===== src/rtl/rrc_pkg.sv =====
package rrc_pkg;

  typedef enum logic [2:0] {
    ST_IDLE    = 3'd0,
    ST_ISSUE   = 3'd1,
    ST_WAIT    = 3'd2,
    ST_YIELD   = 3'd3,
    ST_REISSUE = 3'd4,
    ST_ERROR   = 3'd5
  } rrc_state_e;

endpackage


===== src/rtl/rrc_hold_slot.sv =====
module rrc_hold_slot #(
  parameter int AW = 32
) (
  input  logic          clk,
  input  logic          rst_n,
  input  logic          push,
  input  logic [AW-1:0] push_addr,
  input  logic          pop,
  output logic          full,
  output logic [AW-1:0] head_addr
);

  always_ff @(posedge clk) begin
    if (!rst_n) begin
      full      <= 1'b0;
      head_addr <= '0;
    end else if (push && !full) begin
      full      <= 1'b1;
      head_addr <= push_addr;
    end else if (pop) begin
      full      <= 1'b0;
    end
  end

endmodule


===== src/rtl/rrc_retry_count.sv =====
module rrc_retry_count #(
  parameter int LW = 8
) (
  input  logic          clk,
  input  logic          rst_n,
  input  logic          clear,
  input  logic          bump,
  input  logic [LW-1:0] limit,
  output logic [LW:0]   count,
  output logic          over_limit
);

  localparam int CW = LW + 1;

  // True when one more retry would take the count above the limit.
  function automatic logic next_exceeds(input logic [CW-1:0] c,
                                        input logic [LW-1:0] lim);
    logic [CW-1:0] nxt;
    nxt = c + CW'(1);
    return nxt > {1'b0, lim};
  endfunction

  assign over_limit = next_exceeds(count, limit);

  always_ff @(posedge clk) begin
    if (!rst_n)      count <= '0;
    else if (clear)  count <= '0;
    else if (bump)   count <= count + CW'(1);
  end

endmodule


===== src/rtl/rrc_ctrl_fsm.sv =====
module rrc_ctrl_fsm
  import rrc_pkg::*;
(
  input  logic       clk,
  input  logic       rst_n,
  input  logic       slot_full,
  input  logic       rsp_retry,
  input  logic       rsp_done,
  input  logic       over_limit,
  input  logic       byp_pending,
  output rrc_state_e state,
  output logic       second_try,
  output logic       take_slot,
  output logic       cnt_clear,
  output logic       cnt_bump,
  output logic       issue,
  output logic       grant,
  output logic       ok_evt,
  output logic       err_evt
);

  rrc_state_e nxt;
  logic       set_second;

  always_comb begin
    nxt        = state;
    take_slot  = 1'b0;
    cnt_clear  = 1'b0;
    cnt_bump   = 1'b0;
    ok_evt     = 1'b0;
    err_evt    = 1'b0;
    set_second = 1'b0;
    unique case (state)
      ST_IDLE: if (slot_full) begin
        nxt       = ST_ISSUE;
        take_slot = 1'b1;
        cnt_clear = 1'b1;
      end
      ST_ISSUE, ST_REISSUE: nxt = ST_WAIT;
      ST_WAIT: begin
        if (rsp_done) begin
          nxt    = ST_IDLE;
          ok_evt = 1'b1;
        end else if (rsp_retry) begin
          if (!over_limit) begin
            nxt      = ST_ISSUE;
            cnt_bump = 1'b1;
          end else if (second_try) begin
            nxt = ST_ERROR;
          end else begin
            nxt = ST_YIELD;
          end
        end
      end
      ST_YIELD: if (!byp_pending) begin
        nxt        = ST_REISSUE;
        cnt_clear  = 1'b1;
        set_second = 1'b1;
      end
      ST_ERROR: begin
        nxt     = ST_IDLE;
        err_evt = 1'b1;
      end
      default: nxt = ST_IDLE;
    endcase
  end

  assign issue = (state == ST_ISSUE) || (state == ST_REISSUE);
  assign grant = byp_pending && ((state == ST_IDLE) || (state == ST_YIELD));

  always_ff @(posedge clk) begin
    if (!rst_n) begin
      state      <= ST_IDLE;
      second_try <= 1'b0;
    end else begin
      state <= nxt;
      if (set_second)                             second_try <= 1'b1;
      else if (ok_evt || err_evt || take_slot)    second_try <= 1'b0;
    end
  end

endmodule


===== src/rtl/bus_read_retry_ctrl.sv =====
module bus_read_retry_ctrl
  import rrc_pkg::*;
#(
  parameter int AW = 32,
  parameter int DW = 32,
  parameter int LW = 8
) (
  input  logic          clk,
  input  logic          rst_n,
  input  logic          req_valid,
  input  logic [AW-1:0] req_addr,
  output logic          req_ready,
  output logic          bus_issue,
  output logic [AW-1:0] bus_addr,
  input  logic          rsp_retry,
  input  logic          rsp_done,
  input  logic [DW-1:0] rsp_data,
  input  logic [LW-1:0] retry_limit,
  input  logic          byp_pending,
  output logic          byp_grant,
  output logic          cpl_valid,
  output logic          cpl_err,
  output logic [AW-1:0] cpl_addr,
  output logic [DW-1:0] cpl_data
);

  // Named internal events, observed by the bound checker.
  logic          slot_full;
  logic [AW-1:0] slot_addr;
  logic          take_slot;
  logic          cnt_clear;
  logic          cnt_bump;
  logic          over_limit;
  logic [LW:0]   retry_cnt;
  logic          second_try;
  logic          ok_evt;
  logic          err_evt;
  rrc_state_e    st;
  logic [AW-1:0] live_addr;

  assign req_ready = !slot_full;

  rrc_hold_slot #(.AW(AW)) u_slot (
    .clk       (clk),
    .rst_n     (rst_n),
    .push      (req_valid),
    .push_addr (req_addr),
    .pop       (take_slot),
    .full      (slot_full),
    .head_addr (slot_addr)
  );

  rrc_retry_count #(.LW(LW)) u_cnt (
    .clk        (clk),
    .rst_n      (rst_n),
    .clear      (cnt_clear),
    .bump       (cnt_bump),
    .limit      (retry_limit),
    .count      (retry_cnt),
    .over_limit (over_limit)
  );

  rrc_ctrl_fsm u_fsm (
    .clk         (clk),
    .rst_n       (rst_n),
    .slot_full   (slot_full),
    .rsp_retry   (rsp_retry),
    .rsp_done    (rsp_done),
    .over_limit  (over_limit),
    .byp_pending (byp_pending),
    .state       (st),
    .second_try  (second_try),
    .take_slot   (take_slot),
    .cnt_clear   (cnt_clear),
    .cnt_bump    (cnt_bump),
    .issue       (bus_issue),
    .grant       (byp_grant),
    .ok_evt      (ok_evt),
    .err_evt     (err_evt)
  );

  assign bus_addr = live_addr;

  always_ff @(posedge clk) begin
    if (!rst_n) begin
      live_addr <= '0;
      cpl_valid <= 1'b0;
      cpl_err   <= 1'b0;
      cpl_addr  <= '0;
      cpl_data  <= '0;
    end else begin
      if (take_slot) live_addr <= slot_addr;
      cpl_valid <= ok_evt || err_evt;
      if (ok_evt) begin
        cpl_err  <= 1'b0;
        cpl_addr <= live_addr;
        cpl_data <= rsp_data;
      end else if (err_evt) begin
        cpl_err  <= 1'b1;
        cpl_addr <= live_addr;
        cpl_data <= '0;
      end
    end
  end

endmodule


===== config.mk =====
export PLATFORM = sky130hd
export DESIGN_NAME = bus_read_retry_ctrl
export DESIGN_NICKNAME = d
export VERILOG_FILES = /design/src/rtl/rrc_pkg.sv /design/src/rtl/rrc_hold_slot.sv /design/src/rtl/rrc_retry_count.sv /design/src/rtl/rrc_ctrl_fsm.sv /design/src/rtl/bus_read_retry_ctrl.sv
export SDC_FILE = /design/constraint.sdc
export NUM_CORES = 1
export LEC_CHECK = 0
export ABC_CLOCK_PERIOD_IN_PS = 3950
export BUFFER_PORTS_ARGS = -buffer_cell sky130_fd_sc_hd__buf_2
export CAP_MARGIN = 0
export CORE_MARGIN = 2
export CORE_UTILIZATION = 41
export CTS_CLUSTER_SIZE = 12
export DETAILED_ROUTE_END_ITERATION = 10
export PLACE_DENSITY_LB_ADDON = 0.08
export SLEW_MARGIN = 10
export SYNTH_ARGS = -nofsm -noshare
export SYNTH_HDL_FRONTEND = slang
export SYNTH_SLANG_ARGS = --single-unit

===== constraint.sdc =====
create_clock -name clk -period 3.95 [get_ports clk]
set_clock_uncertainty 0.15 [all_clocks]
set_input_delay 0.79 -clock clk [delete_from_list [all_inputs] [get_ports clk]]
set_output_delay 0.79 -clock clk [all_outputs]
set_load 0.005 [all_outputs]

==> metrics.md, run 1 <==
| Metric | Value |
|---|---|
| Max Freq | `330 MHz` |
| Clk root buf | `clkbuf_16` |
| CP Launch Type | `flop` |
| Drt initial violations | `333` |
| WL/cell | `14.3 um` |
| Via Count | `5090` |
| Die Y | `123 um` |
| Num CTS Buffers | `17` |
| Register area | `0.00288 mm2` |
| Largest net degree at the start of global routing | `83` |
| Period minus WS final | `3.03 ns` |
| Slew @ Worst Pin | `0.772 ns` |
| CTS tree | `yes` |
| Resized cells post-CTS | `0` |
| Clk sinks | `144` |
| Critical path data arrival time | `3.19 ns` |
| Syn. warnings | `0` |
| CTS max path bufs | `2` |
| Worst reg-to-reg setup slack | `0.92 ns` |
| Die X | `123 um` |
| CP Cell Sequence | `ha_1 -> and3_1 -> nand3_1 -> xnor2_1 -> ha_1 -> a22oi_1 -> o211ai_1 -> o211ai_1 -> nand2b_1 -> a41o_1` |
| Share of layout cells above drive strength 1 | `0.267` |
| Critical path endpoint category | `flop` |
| Vias in the first global route | `4712` |
| Max cap viols | `0` |
| Async set-reset flop share out of synthesis | `0` |
| Seq/Total Area, Yosys | `0.495` |
| Setup Crit Path Kind | `reg -> reg` |
| Number of routed nets with antenna violations | `0` |
| Switching power | `811 uW` |
| Die area | `0.0152 mm2` |
| Setup crit start | `u_cnt.count[0]$_SDFFE_PP0P_` |
| Starting Density | `0.420` |
| Unique cell type count in the Yosys netlist | `43` |
| Clock network fraction of design power | `0.473` |
| Worst skew pair latency | `0.42 ns` |
| Total grt overflow | `0` |
| RSZ-0062 raised after global routing | `false` |
| IO buf count | `178` |
| FF+latch count, synth | `144` |
| Internal power | `2.69 mW` |
| Lkg Pwr | `3.25 nW` |
| Hold Startpoint | `u_slot.head_addr[18]$_SDFFE_PN0P_` |
| Period utilization | `0.768` |
| Fill cells | `1352` |
| Status | `finished clean` |
| Sw frac | `0.232` |
| EDFF count, synth | `0` |
| Net Count, Synth | `758` |
| Worst slew margin | `0.483` |
| Site Rows | `43` |
| Synth Cell Area | `0.00583 mm2` |
| Top delay family on crit path | `compound AO/OA/AOI/OAI gates` |
| Slowest Stage Delay on Critical Path | `0.66 ns` |
| Final setup fails | `0` |
| Hold Crit Class | `reg -> reg` |
| Fin. Hold Viols | `0` |
| Seq pwr share | `0.440` |
| Critical-path top delay cell | `o211ai_1` |
| Peak supply drop | `0.277 mV` |
| Final nets | `916` |
| Estimated wirelength of the detail-placed design | `9.82 mm` |
| Syn Inst Count | `671` |
| Initial antenna violation count | `1` |
| Total global-route track usage | `0.193` |
| Htree depth | `4` |
| Pins Over Slew Limit | `0` |
| DR vias/cell | `4.98` |
| Main synth FF type | `dfxtp_1` |
| Postcts setup bufs | `0` |
| Area of the multi-input gates | `0.00273 mm2` |
| Worst-path clk slew | `0.06 ns` |
| GPL Wtd Cong | `0.819` |
| Setup_tns | `0 ns` |
| IO Pins | `179` |
| Hold bufs inserted after CTS | `0` |
| DRC errors left | `0` |
| Final wirelength | `14.6 mm` |
| DR pass1 iterations | `4` |
| CP Buf/Inv Count | `0` |
| First-pass GRT wire length | `22.8 mm` |
| Core ar. | `0.0139 mm2` |
| Gate power share | `0.087` |
| Syn avg cell area | `8.69 um2` |
| Worst-path maximum fanout | `10` |
| Overall power | `3.50 mW` |
| Pwr dens | `468 mW/mm2` |
| Synthesis-to-finish area growth | `28.3%` |
| Worst Path Required | `4.11 ns` |
| Worst r2r src | `u_cnt.count[0]$_SDFFE_PP0P_` |
==> cell usage after synthesis (4+ instances only) <==
library cell / count / area share
nand2_1: 210 / 0.14
dfxtp_1: 144 / 0.49
a21boi_0: 92 / 0.12
clkbuf_1: 36 / 0.023
nor2b_1: 35 / 0.038
a22oi_1: 33 / 0.043
inv_1: 11 / 0.0071
nand3_1: 10 / 0.0086
ha_1: 9 / 0.019
a21oi_1: 7 / 0.0060
nand2b_1: 7 / 0.0075
mux2i_1: 6 / 0.010
o21ai_0: 6 / 0.0052
a21boi_1: 5 / 0.0064
buf_2: 5 / 0.0043
nor2_1: 5 / 0.0032
xnor2_1: 4 / 0.0060
==> flip-flops by register name, indices dropped and copies added (netlist names) <==
name              flops
cpl_addr             32
u_slot.full           1
cpl_data             32
u_slot.head_addr     32
u_cnt.count           9
cpl_valid             1
u_fsm.second_try      1
u_fsm.state           3
cpl_err               1
bus_addr             32
==> worst reg2reg max path: stages, from the launching register on <==
cell      delay [ns]
dfxtp_1         0.41
ha_1            0.25
and3_1          0.19
nand3_1         0.11
xnor2_1         0.15
ha_1            0.29
a22oi_1         0.16
o211ai_1        0.14
o211ai_1        0.66
nand2b_1        0.17
a41o_1          0.24
==> placed cells by master, fill, tap and decap left out, types with 7 or more instances in the layout <==
| cell | synthesis | routed |
|---|---|---|
| dfxtp_1 | 144 | 144 |
| inv_1 | 11 | 11 |
| buf_4 | 1 | 7 |
| ha_1 | 9 | 9 |
| a21boi_0 | 92 | 92 |
| clkbuf_16 | 0 | 17 |
| a22oi_1 | 33 | 33 |
| nand2_1 | 210 | 210 |
| buf_2 | 5 | 177 |
| nand2b_1 | 7 | 7 |
| nor2b_1 | 35 | 34 |
| nand3_1 | 10 | 10 |
==> power by group through the flow <==
| stage | sequential [mW] | clock, mW | combinational, mW |
|---|---|---|---|
| final | 1.54 | 1.65 | 0.304 |
| after floorplan | 1.56 | 0 | 0.191 |
| after global routing | 1.54 | 1.75 | 0.344 |
| after CTS | 1.54 | 1.69 | 0.311 |
| after global placement | 1.57 | 0 | 0.304 |
| after detailed placement | 1.57 | 0 | 0.310 |
==> routing by layer <==
| layer | share of wire | vias up | GRT usage | routed length, um |
|---|---|---|---|---|
| met1 | 0.45 | 2370 | 0.240 | 6650 |
| li1 | - | 2567 | - | - |
| met4 | 0.013 | 2 | 0.0604 | 197 |
| met5 | 0.00048 | - | 0 | 7 |
| met3 | 0.069 | 18 | 0.0738 | 1020 |
| met2 | 0.46 | 133 | 0.309 | 6760 |
==> final timing paths <==
path	to	cells past startpoint
worst max register to register	u_fsm.state[2]$_SDFFE_PN0P_	10
worst max-delay path	u_fsm.state[2]$_SDFFE_PN0P_	10
worst min register to register	bus_addr[18]$_SDFFE_PN0P_	2
worst min-delay path	bus_addr[18]$_SDFFE_PN0P_	2
==> cell type report <==
class | count | area share
clock inverters | 10 | 0.0177
repair buffers | 186 | 0.131
diodes | 1 | 0.000335
well taps | 180 | 0.0301
inverters | 11 | 0.00552
clock buffers | 22 | 0.0647
multi-input cells | 469 | 0.365
flip-flops and latches | 144 | 0.385
==> per-stage QoR <==
stage | hold WS, ns | setup slack (ns) | utilization | std cells | instance area [um2]
floorplan | 0.276 | 1.35 | - | 671 | 5830
global placement | 0.285 | 0.996 | 0.494 | 990 | 6860
detailed placement | 0.299 | 0.953 | 0.494 | 990 | 6860
CTS | 0.310 | 0.946 | 0.539 | 1022 | 7480
global route | 0.329 | 0.693 | 0.539 | 1022 | 7480
finish | 0.305 | 0.917 | 0.539 | 1023 | 7480
==> logic make-up after synthesis <==
family | synth area share
xor+xnor | 0.0105
buf+inv | 0.0416
mux | 0.0103
simple gates | 0.224
flops | 0.495
fa+ha+maj | 0.0193
compound gates | 0.199
Note: power is estimated with default switching activity, not from simulation.
==> run 2: changes to the inputs <==
Settings changed: ABC_CLOCK_PERIOD_IN_PS 3950 to 2700.
Clock period 3.95 ns to 2.7 ns, I/O delays scaled along.
==> run 2 against run 1 <==
Against the previous run: critical path depth rose by 1; clock power rose by 46%; first-iteration DRC count rose by 2.4%; maximum frequency up 18%; die area is the same; register-to-register slack got worse by 0.79 ns; wire length shrank 1.7%; power is 46% higher.
==> metrics.md, run 2 (synthesis results as in run 1) <==
| Metric | Value |
|---|---|
| Final wirelength | `14.4 mm (-1.7%)` |
| Worst Path Required | `2.85 ns (-1.26 ns)` |
| Worst reg-to-reg setup slack | `0.13 ns (-0.79 ns)` |
| Worst r2r src | `u_cnt.count[0]$_SDFFE_PP0P_` |
| Core ar. | `0.0139 mm2 (unchanged)` |
| Worst-path maximum fanout | `7 (-3)` |
| Htree depth | `4 (unchanged)` |
| Pins Over Slew Limit | `0 (unchanged)` |
| Drt initial violations | `341 (+2.4%)` |
| CP Launch Type | `flop` |
| Via Count | `5122 (+0.63%)` |
| Highest-count cells in the layout ignoring fill and taps | `210 x nand2_1, 177 x buf_2, 142 x dfxtp_1` |
| Slew @ Worst Pin | `1.19 ns (+0.416 ns)` |
| Placed Area | `0.00693 mm2 (+0.98%)` |
| Max cap viols | `0 (unchanged)` |
| Peak supply drop | `0.368 mV (+33%)` |
| Die area | `0.0152 mm2 (unchanged)` |
| Period minus WS final | `2.57 ns (-0.458 ns)` |
| Worst slew margin | `0.206 (-0.277)` |
| Pwr dens | `675 mW/mm2 (+44%)` |
| Estimated wirelength of the detail-placed design | `9.70 mm (-1.3%)` |
| Clk root buf | `clkbuf_16` |
| Die X | `123 um (unchanged)` |
| Clk sinks | `144 (unchanged)` |
| Total grt overflow | `0 (unchanged)` |
| Hold bufs inserted after CTS | `0 (unchanged)` |
| DR pass1 iterations | `5 (+1)` |
| Starting Density | `0.420 (unchanged)` |
| Total global-route track usage | `0.191 (-0.00187)` |
| Initial antenna violation count | `2 (+1)` |
| Period utilization | `0.954 (+0.186)` |
| Critical-path top delay cell | `dfxtp_4` |
| CP Buf/Inv Count | `1 (+1)` |
| Fin. Hold Viols | `0 (unchanged)` |
| CTS max path bufs | `2 (unchanged)` |
| Worst-path clk slew | `0.06 ns (about the same)` |
| RSZ-0062 raised after global routing | `false` |
| Final nets | `926 (+1.1%)` |
| First-pass GRT wire length | `22.8 mm (about the same)` |
| Setup crit start | `u_cnt.count[0]$_SDFFE_PP0P_` |
| Top delay family on crit path | `simple AND/OR/NAND/NOR gates` |
| WL/cell | `13.9 um (-2.6%)` |
| Num CTS Buffers | `17 (unchanged)` |
| Vias in the first global route | `4782 (+1.5%)` |
| Critical path endpoint category | `flop` |
| IO Pins | `179 (unchanged)` |
| Site Rows | `43 (unchanged)` |
| Final Non-Filler Cells | `1032 (+0.88%)` |
| Hold slack | `0.221 ns (-0.0842 ns)` |
| DRC errors left | `0 (unchanged)` |
| Setup Crit Path Kind | `reg -> reg` |
| Largest net degree at the start of global routing | `79 (-4.8%)` |
| Hold Startpoint | `req_addr[12]` |
| Die Y | `123 um (unchanged)` |
| Max Freq | `388 MHz (+18%)` |
| Slowest Stage Delay on Critical Path | `0.38 ns (-0.28 ns)` |
| Lkg Pwr | `3.28 nW (+1.1%)` |
| Hold Crit Class | `in -> reg` |
| IO buf count | `178 (unchanged)` |
| Status | `finished clean` |
| Design Area, Final | `0.00757 mm2 (+1.2%)` |
| Share of layout cells above drive strength 1 | `0.281 (+0.0136)` |
| CP Cell Sequence | `ha_4 -> and3_1 -> nand3_1 -> xnor2_1 -> ha_1 -> nand2_1 -> or3_1 -> o211ai_1 -> buf_4 -> nand3_1 -> mux2i_1` |
| GPL Wtd Cong | `0.838 (+2.3%)` |
| Most frequent CP cell | `nand3_1` |
| Critical path data arrival time | `2.72 ns (-0.47 ns)` |
| Synthesis-to-finish area growth | `29.9%` |
| CTS tree | `yes` |
| Final setup fails | `0 (unchanged)` |
| Commonest non-fill, non-tap cell in the layout | `nand2_1` |
| Worst skew pair latency | `0.41 ns (about the same)` |
| Placed insts | `999 (+0.91%)` |
| Number of routed nets with antenna violations | `0 (unchanged)` |
| DR vias/cell | `4.96 (-0.25%)` |
==> run 2: cell count changes in the layout (fill, tap and decap cells not counted), moves of 2 or more <==
cell	previous run	this run
dfxtp_1	144	142
o311ai_0	3	1
o311ai_1	0	2
clkbuf_8	4	1
buf_4	7	17
==> run 2: what timing repair did <==
action | in CTS | in global routing
resized for setup | 3 | 6
pin swaps | 1 | 0
endpoints found under the setup margin | 8 | 10
setup buffers | 1 | 0
==> run 2: cell type report <==
class	instances	area, um2
Fill cell	1351	6310
Sequential cell	144	2890
Multi-Input combinational cell	469	2750
Timing Repair Buffer	196	1050
Clock buffer	19	443
Tap cell	180	225
Clock inverter	12	166
Inverter	11	41.3
Antenna cell	1	2.50
==> run 2: power breakdown <==
part           leakage (nW)  switching [mW]  total (mW)  internal (mW)
clock network         0.302           0.854        2.41           1.55
logic                  1.81           0.266       0.464          0.198
registers              1.17          0.0440        2.24           2.20
==> run 2: worst paths after layout <==
kind,end,cells past startpoint
worst max-delay path,u_cnt.count[3]$_SDFFE_PP0P_,11
worst max register to register,u_cnt.count[3]$_SDFFE_PP0P_,11
worst min register to register,bus_addr[22]$_SDFFE_PN0P_,2
worst min-delay path,u_slot.head_addr[12]$_SDFFE_PN0P_,3
==> run 2: metrics by stage <==
step	worst slack, ns	TNS, ns	util	total power, mW
finish	0.125	0	0.545	5.11
global route	0.000538	0	0.545	5.34
CTS	0.0116	0	0.544	5.19
detailed placement	-0.105	-0.564	0.499	2.76
global placement	0.0113	0	0.499	2.75
floorplan	0.101	0	-	2.56
==> run 2: worst min-delay path: cells and delay by family <==
kind                   cells  cell delay, ns
buffers and inverters      1            0.09
AND/OR/NAND/NOR            1            0.04
AO/OA/AOI/OAI              1            0.06
==> run 2: routing by layer <==
layer  global-route usage  wire (um)  vias to the layer above
met5                    0         13                        -
met4               0.0717        195                        2
met3               0.0563        963                       21
met2                0.317       7050                      145
met1                0.234       6160                     2374
li1                     -          -                     2580
==> run 3: changes to the inputs <==
--- a/config.mk
+++ b/config.mk
@@ -14,3 +14,3 @@
 export DETAILED_ROUTE_END_ITERATION = 10
-export PLACE_DENSITY_LB_ADDON = 0.08
+export PLACE_DENSITY = 0.71
 export SLEW_MARGIN = 10
@@ -18,2 +18,3 @@
 export SYNTH_HDL_FRONTEND = slang
+export SYNTH_HIERARCHICAL = 1
 export SYNTH_SLANG_ARGS = --single-unit
==> constraint.sdc (replaced) <==
create_clock -name clk -period 2.7 [get_ports clk]
set_clock_uncertainty 0.15 [all_clocks]
set_input_delay 0.135 -clock clk [delete_from_list [all_inputs] [get_ports clk]]
set_output_delay 0.135 -clock clk [all_outputs]
set_load 0.005 [all_outputs]
==> run 3 against run 2 <==
Against the previous run: the run now ends with setup timing left; global-route usage is 0.64 points higher; synthesized area rose by 5.5%; first-iteration DRC count shrank 18%; sequential share of layout area down 4.8 points; wire length rose by 11%; non-clock buffer count is 80 higher; hold slack lost 0.22 ns; utilization is 4.8 points higher; die area grew 5.3%; via count is 7.3% higher; sequential power up 2%; combinational power grew 34%; critical endpoint is now u_cnt/count[5]$_SDFFE_PP0P_; highest routed layer is now met4.
==> metrics.md, run 3 <==
| Metric | Value |
|---|---|
| Num CTS Buffers | `17 (unchanged)` |
| Multiplexer share of the synthesized area | `0.108 (+0.0980)` |
| Clk sinks | `144 (unchanged)` |
| Site Rows | `44 (+2.3%)` |
| Synthesis-to-finish area growth | `41.0%` |
| GPL Wtd Cong | `0.802 (-4.3%)` |
| Final wirelength | `15.9 mm (+11%)` |
| DR vias/cell | `4.98 (+0.36%)` |
| Highest-count cells in the layout ignoring fill and taps | `177 x buf_2, 141 x dfxtp_1, 104 x nand2_1` |
| Final Util | `0.594 (+0.0485)` |
| M2 GR Usage | `0.321 (+0.00386)` |
| Worst hold stages | `2 (-1)` |
| Met1 Usage GRT | `0.255 (+0.0210)` |
| Htree depth | `4 (unchanged)` |
| Estimated wirelength of the detail-placed design | `9.56 mm (-1.5%)` |
| Simple-Gate Fraction of Synth Area | `0.204 (-0.0205)` |
| FF+latch count, synth | `144 (unchanged)` |
| Unique cell type count in the Yosys netlist | `47 (+9.3%)` |
| XOR/XNOR share of the synthesized area | `0.0242 (+0.0137)` |
| Met3 Use GR | `0.0434 (-0.0128)` |
| Final setup margin | `-0.245 ns (-0.370 ns)` |
| Fill cells | `1244 (-7.9%)` |
| Syn. warnings | `6 (+6)` |
| Peak supply drop | `0.418 mV (+14%)` |
| Worst-path clk slew | `0.06 ns (about the same)` |
| Vias in the first global route | `5248 (+9.7%)` |
| Share of layout cells above drive strength 1 | `0.298 (+0.0173)` |
| Fin. Hold Viols | `0 (unchanged)` |
| Initial antenna violation count | `0 (-2)` |
| IO Pins | `179 (unchanged)` |
| Final nets | `993 (+7.2%)` |
| Count leader, synth | `dfxtp_1` |
| Worst skew pair latency | `0.42 ns (about the same)` |
| Starting Density | `0.421 (+0.00140)` |
| Synth area leader | `dfxtp_1` |
| Seq/Total Area, Yosys | `0.469 (-0.0256)` |
| Worst reg2reg path depth | `14 (+3)` |
| Final setup fails | `10 (+10)` |
| Total global-route track usage | `0.198 (+0.00642)` |
| Largest net degree at the start of global routing | `78 (-1.3%)` |
| Status | `finished, violations left` |
| CTS tree | `yes` |
| Max Freq | `340 MHz (-13%)` |
| Syn Inst Count | `665 (-0.89%)` |
| CP Launch Type | `flop` |
| Syn avg cell area | `9.24 um2 (+6.4%)` |
| CTS max path bufs | `2 (unchanged)` |
| Async set-reset flop share out of synthesis | `0 (unchanged)` |
| Period minus WS final | `2.94 ns (+0.370 ns)` |
| IO buf count | `178 (unchanged)` |
| Worst-path maximum fanout | `5 (-2)` |
| Die X | `126 um (+2.6%)` |
| Die area | `0.0160 mm2 (+5.3%)` |
| Pwr dens | `637 mW/mm2 (-5.6%)` |
| Max cap viols | `0 (unchanged)` |
| Commonest non-fill, non-tap cell in the layout | `buf_2` |
| Total grt overflow | `0 (unchanged)` |
| Worst slack at placement | `-0.237 ns (-0.132 ns)` |
| Worst Path Required | `2.85 ns (about the same)` |
| Largest family of logic cells by synthesized area | `simple AND/OR/NAND/NOR gates` |
| Global route hottest layer | `met2` |
| Main synth FF type | `dfxtp_1` |
| First-pass GRT wire length | `25.8 mm (+13%)` |
| Number of routed nets with antenna violations | `0 (unchanged)` |
| Violated checks | `setup timing` |
| Post-Synth Adder-Cell Area | `0.0183 (-0.000999)` |
| EDFF count, synth | `0 (unchanged)` |
| Top post-synthesis cells by area | `dfxtp_1 47%, mux2i_1 11%, nand2_1 6.5%` |
| RSZ-0062 raised after global routing | `true` |
| Critical path data arrival time | `3.09 ns (+0.37 ns)` |
| Worst slew margin | `0.546 (+0.340)` |
| DR pass1 iterations | `4 (-1)` |
| Setup Crit Path Kind | `reg -> reg` |
| Clk root buf | `clkbuf_16` |
| Critical path endpoint category | `flop` |
| Via Count | `5494 (+7.3%)` |
| Hold Crit Class | `in -> reg` |
| Diodes inserted | `0 (-1)` |
| Period utilization | `1.09 (+0.137)` |
| Lkg Pwr | `3.75 nW (+14%)` |
| Pins Over Slew Limit | `0 (unchanged)` |
| Net Count, Synth | `752 (-0.79%)` |
| Commonest cells post-synth | `144 x dfxtp_1, 106 x nand2_1, 65 x mux2i_1` |
| Die Y | `126 um (+2.6%)` |
| Core ar. | `0.0146 mm2 (+5.1%)` |
| WL/cell | `14.4 um (+3.5%)` |
| Post-synth top area share | `0.469 (-0.0256)` |
| Slew @ Worst Pin | `0.680 ns (-0.508 ns)` |
| Compound-Gate Fraction of Synth Area | `0.115 (-0.0842)` |
| Synth Cell Area | `0.00615 mm2 (+5.5%)` |
| Drt initial violations | `280 (-18%)` |
| DRC errors left | `0 (unchanged)` |
## run 3: cell count changes after synthesis, sizes merged, moves of 29 or more
| cell | before | now |
|---|---|---|
| nand2 | 210 | 106 |
| a22oi | 33 | 0 |
| nand2b | 7 | 36 |
| buf | 11 | 41 |
| mux2i | 6 | 65 |
| o211ai | 2 | 33 |
| a21boi | 97 | 0 |
| o21ai | 6 | 65 |
## run 3: final timing paths
kind | startpoint | end | slack [ns]
setup / recovery | u_cnt/count[1]$_SDFFE_PP0P_ | u_cnt/count[5]$_SDFFE_PP0P_ | -0.24
hold / removal | rst_n | u_fsm/second_try$_SDFFE_PN0P_ | 0.003
setup reg to reg | u_cnt/count[1]$_SDFFE_PP0P_ | u_cnt/count[5]$_SDFFE_PP0P_ | -0.24
hold reg to reg | cpl_addr[29]$_SDFFE_PN0P_ | cpl_addr[29]$_SDFFE_PN0P_ | 0.30
## run 3: routing by layer
metal,vias up,share of wire
met2,171,0.47
met3,30,0.054
met1,2542,0.45
li1,2751,-
met5,-,0
met4,0,0.023
## run 3: worst max-delay path, cell delays in order, from the launching register on
cell,delay [ns]
dfxtp_4,0.36
ha_4,0.14
nand3_4,0.08
buf_4,0.18
xnor2_1,0.13
ha_1,0.33
a21oi_1,0.14
o211ai_1,0.11
a31oi_1,0.21
o21ai_2,0.11
nor4b_4,0.27
inv_2,0.09
or3_1,0.32
xor2_1,0.14
nor2_1,0.05
## run 3: logic make-up (layout without fill, tap and decap cells)
kind of cell	after synthesis	count (layout)
xor gates and xnor gates	17	17
AOI/OAI and AO/OA	113	113
muxes	66	66
DFF	144	144
buffers and inverters	67	321
and+or+nand+nor	249	249
adders and majority gates	9	9
## run 3: area by class of cell
| type | count | area [um2] | area share |
|---|---|---|---|
| clock buffer | 19 | 453 | 0.0523 |
| clock inverter | 13 | 208 | 0.0240 |
| inverter | 13 | 48.8 | 0.00563 |
| multi-input combinational | 454 | 3000 | 0.347 |
| sequential | 144 | 2890 | 0.334 |
| tap | 184 | 230 | 0.0266 |
| timing repair buffer | 276 | 1830 | 0.211 |
## run 3: what timing repair did
item                       in CTS  in global routing
setup buffers                   3                  1
resized for setup               6                  8
hold endpoints to repair       68                  0
hold buffers                   66                  0
setup endpoints to repair      10                 11
pin swaps                       5                  6
## run 3: per-stage QoR
| stage | setup TNS [ns] | area, um2 | hold WS [ns] | instances | power [mW] |
|---|---|---|---|---|---|
| after detailed placement | -1.19 | 7260 | 0.218 | 1002 | 2.87 |
| after global placement | -0.610 | 7260 | 0.211 | 1002 | 2.86 |
| after CTS | -1.01 | 8610 | 0.0217 | 1102 | 5.56 |
| after floorplan | -0.640 | 6200 | 0.103 | 665 | 2.69 |
| final | -1.31 | 8660 | 0.00301 | 1103 | 5.52 |
| after global routing | -3.15 | 8660 | 0.0592 | 1103 | 5.73 |
## run 3: report_power, final
group	switching, mW	internal, mW	leakage, nW
Clock	0.924	1.69	0.323
Sequential	0.0737	2.21	1.17
Combinational	0.314	0.310	2.26
Total	1.31	4.21	3.75
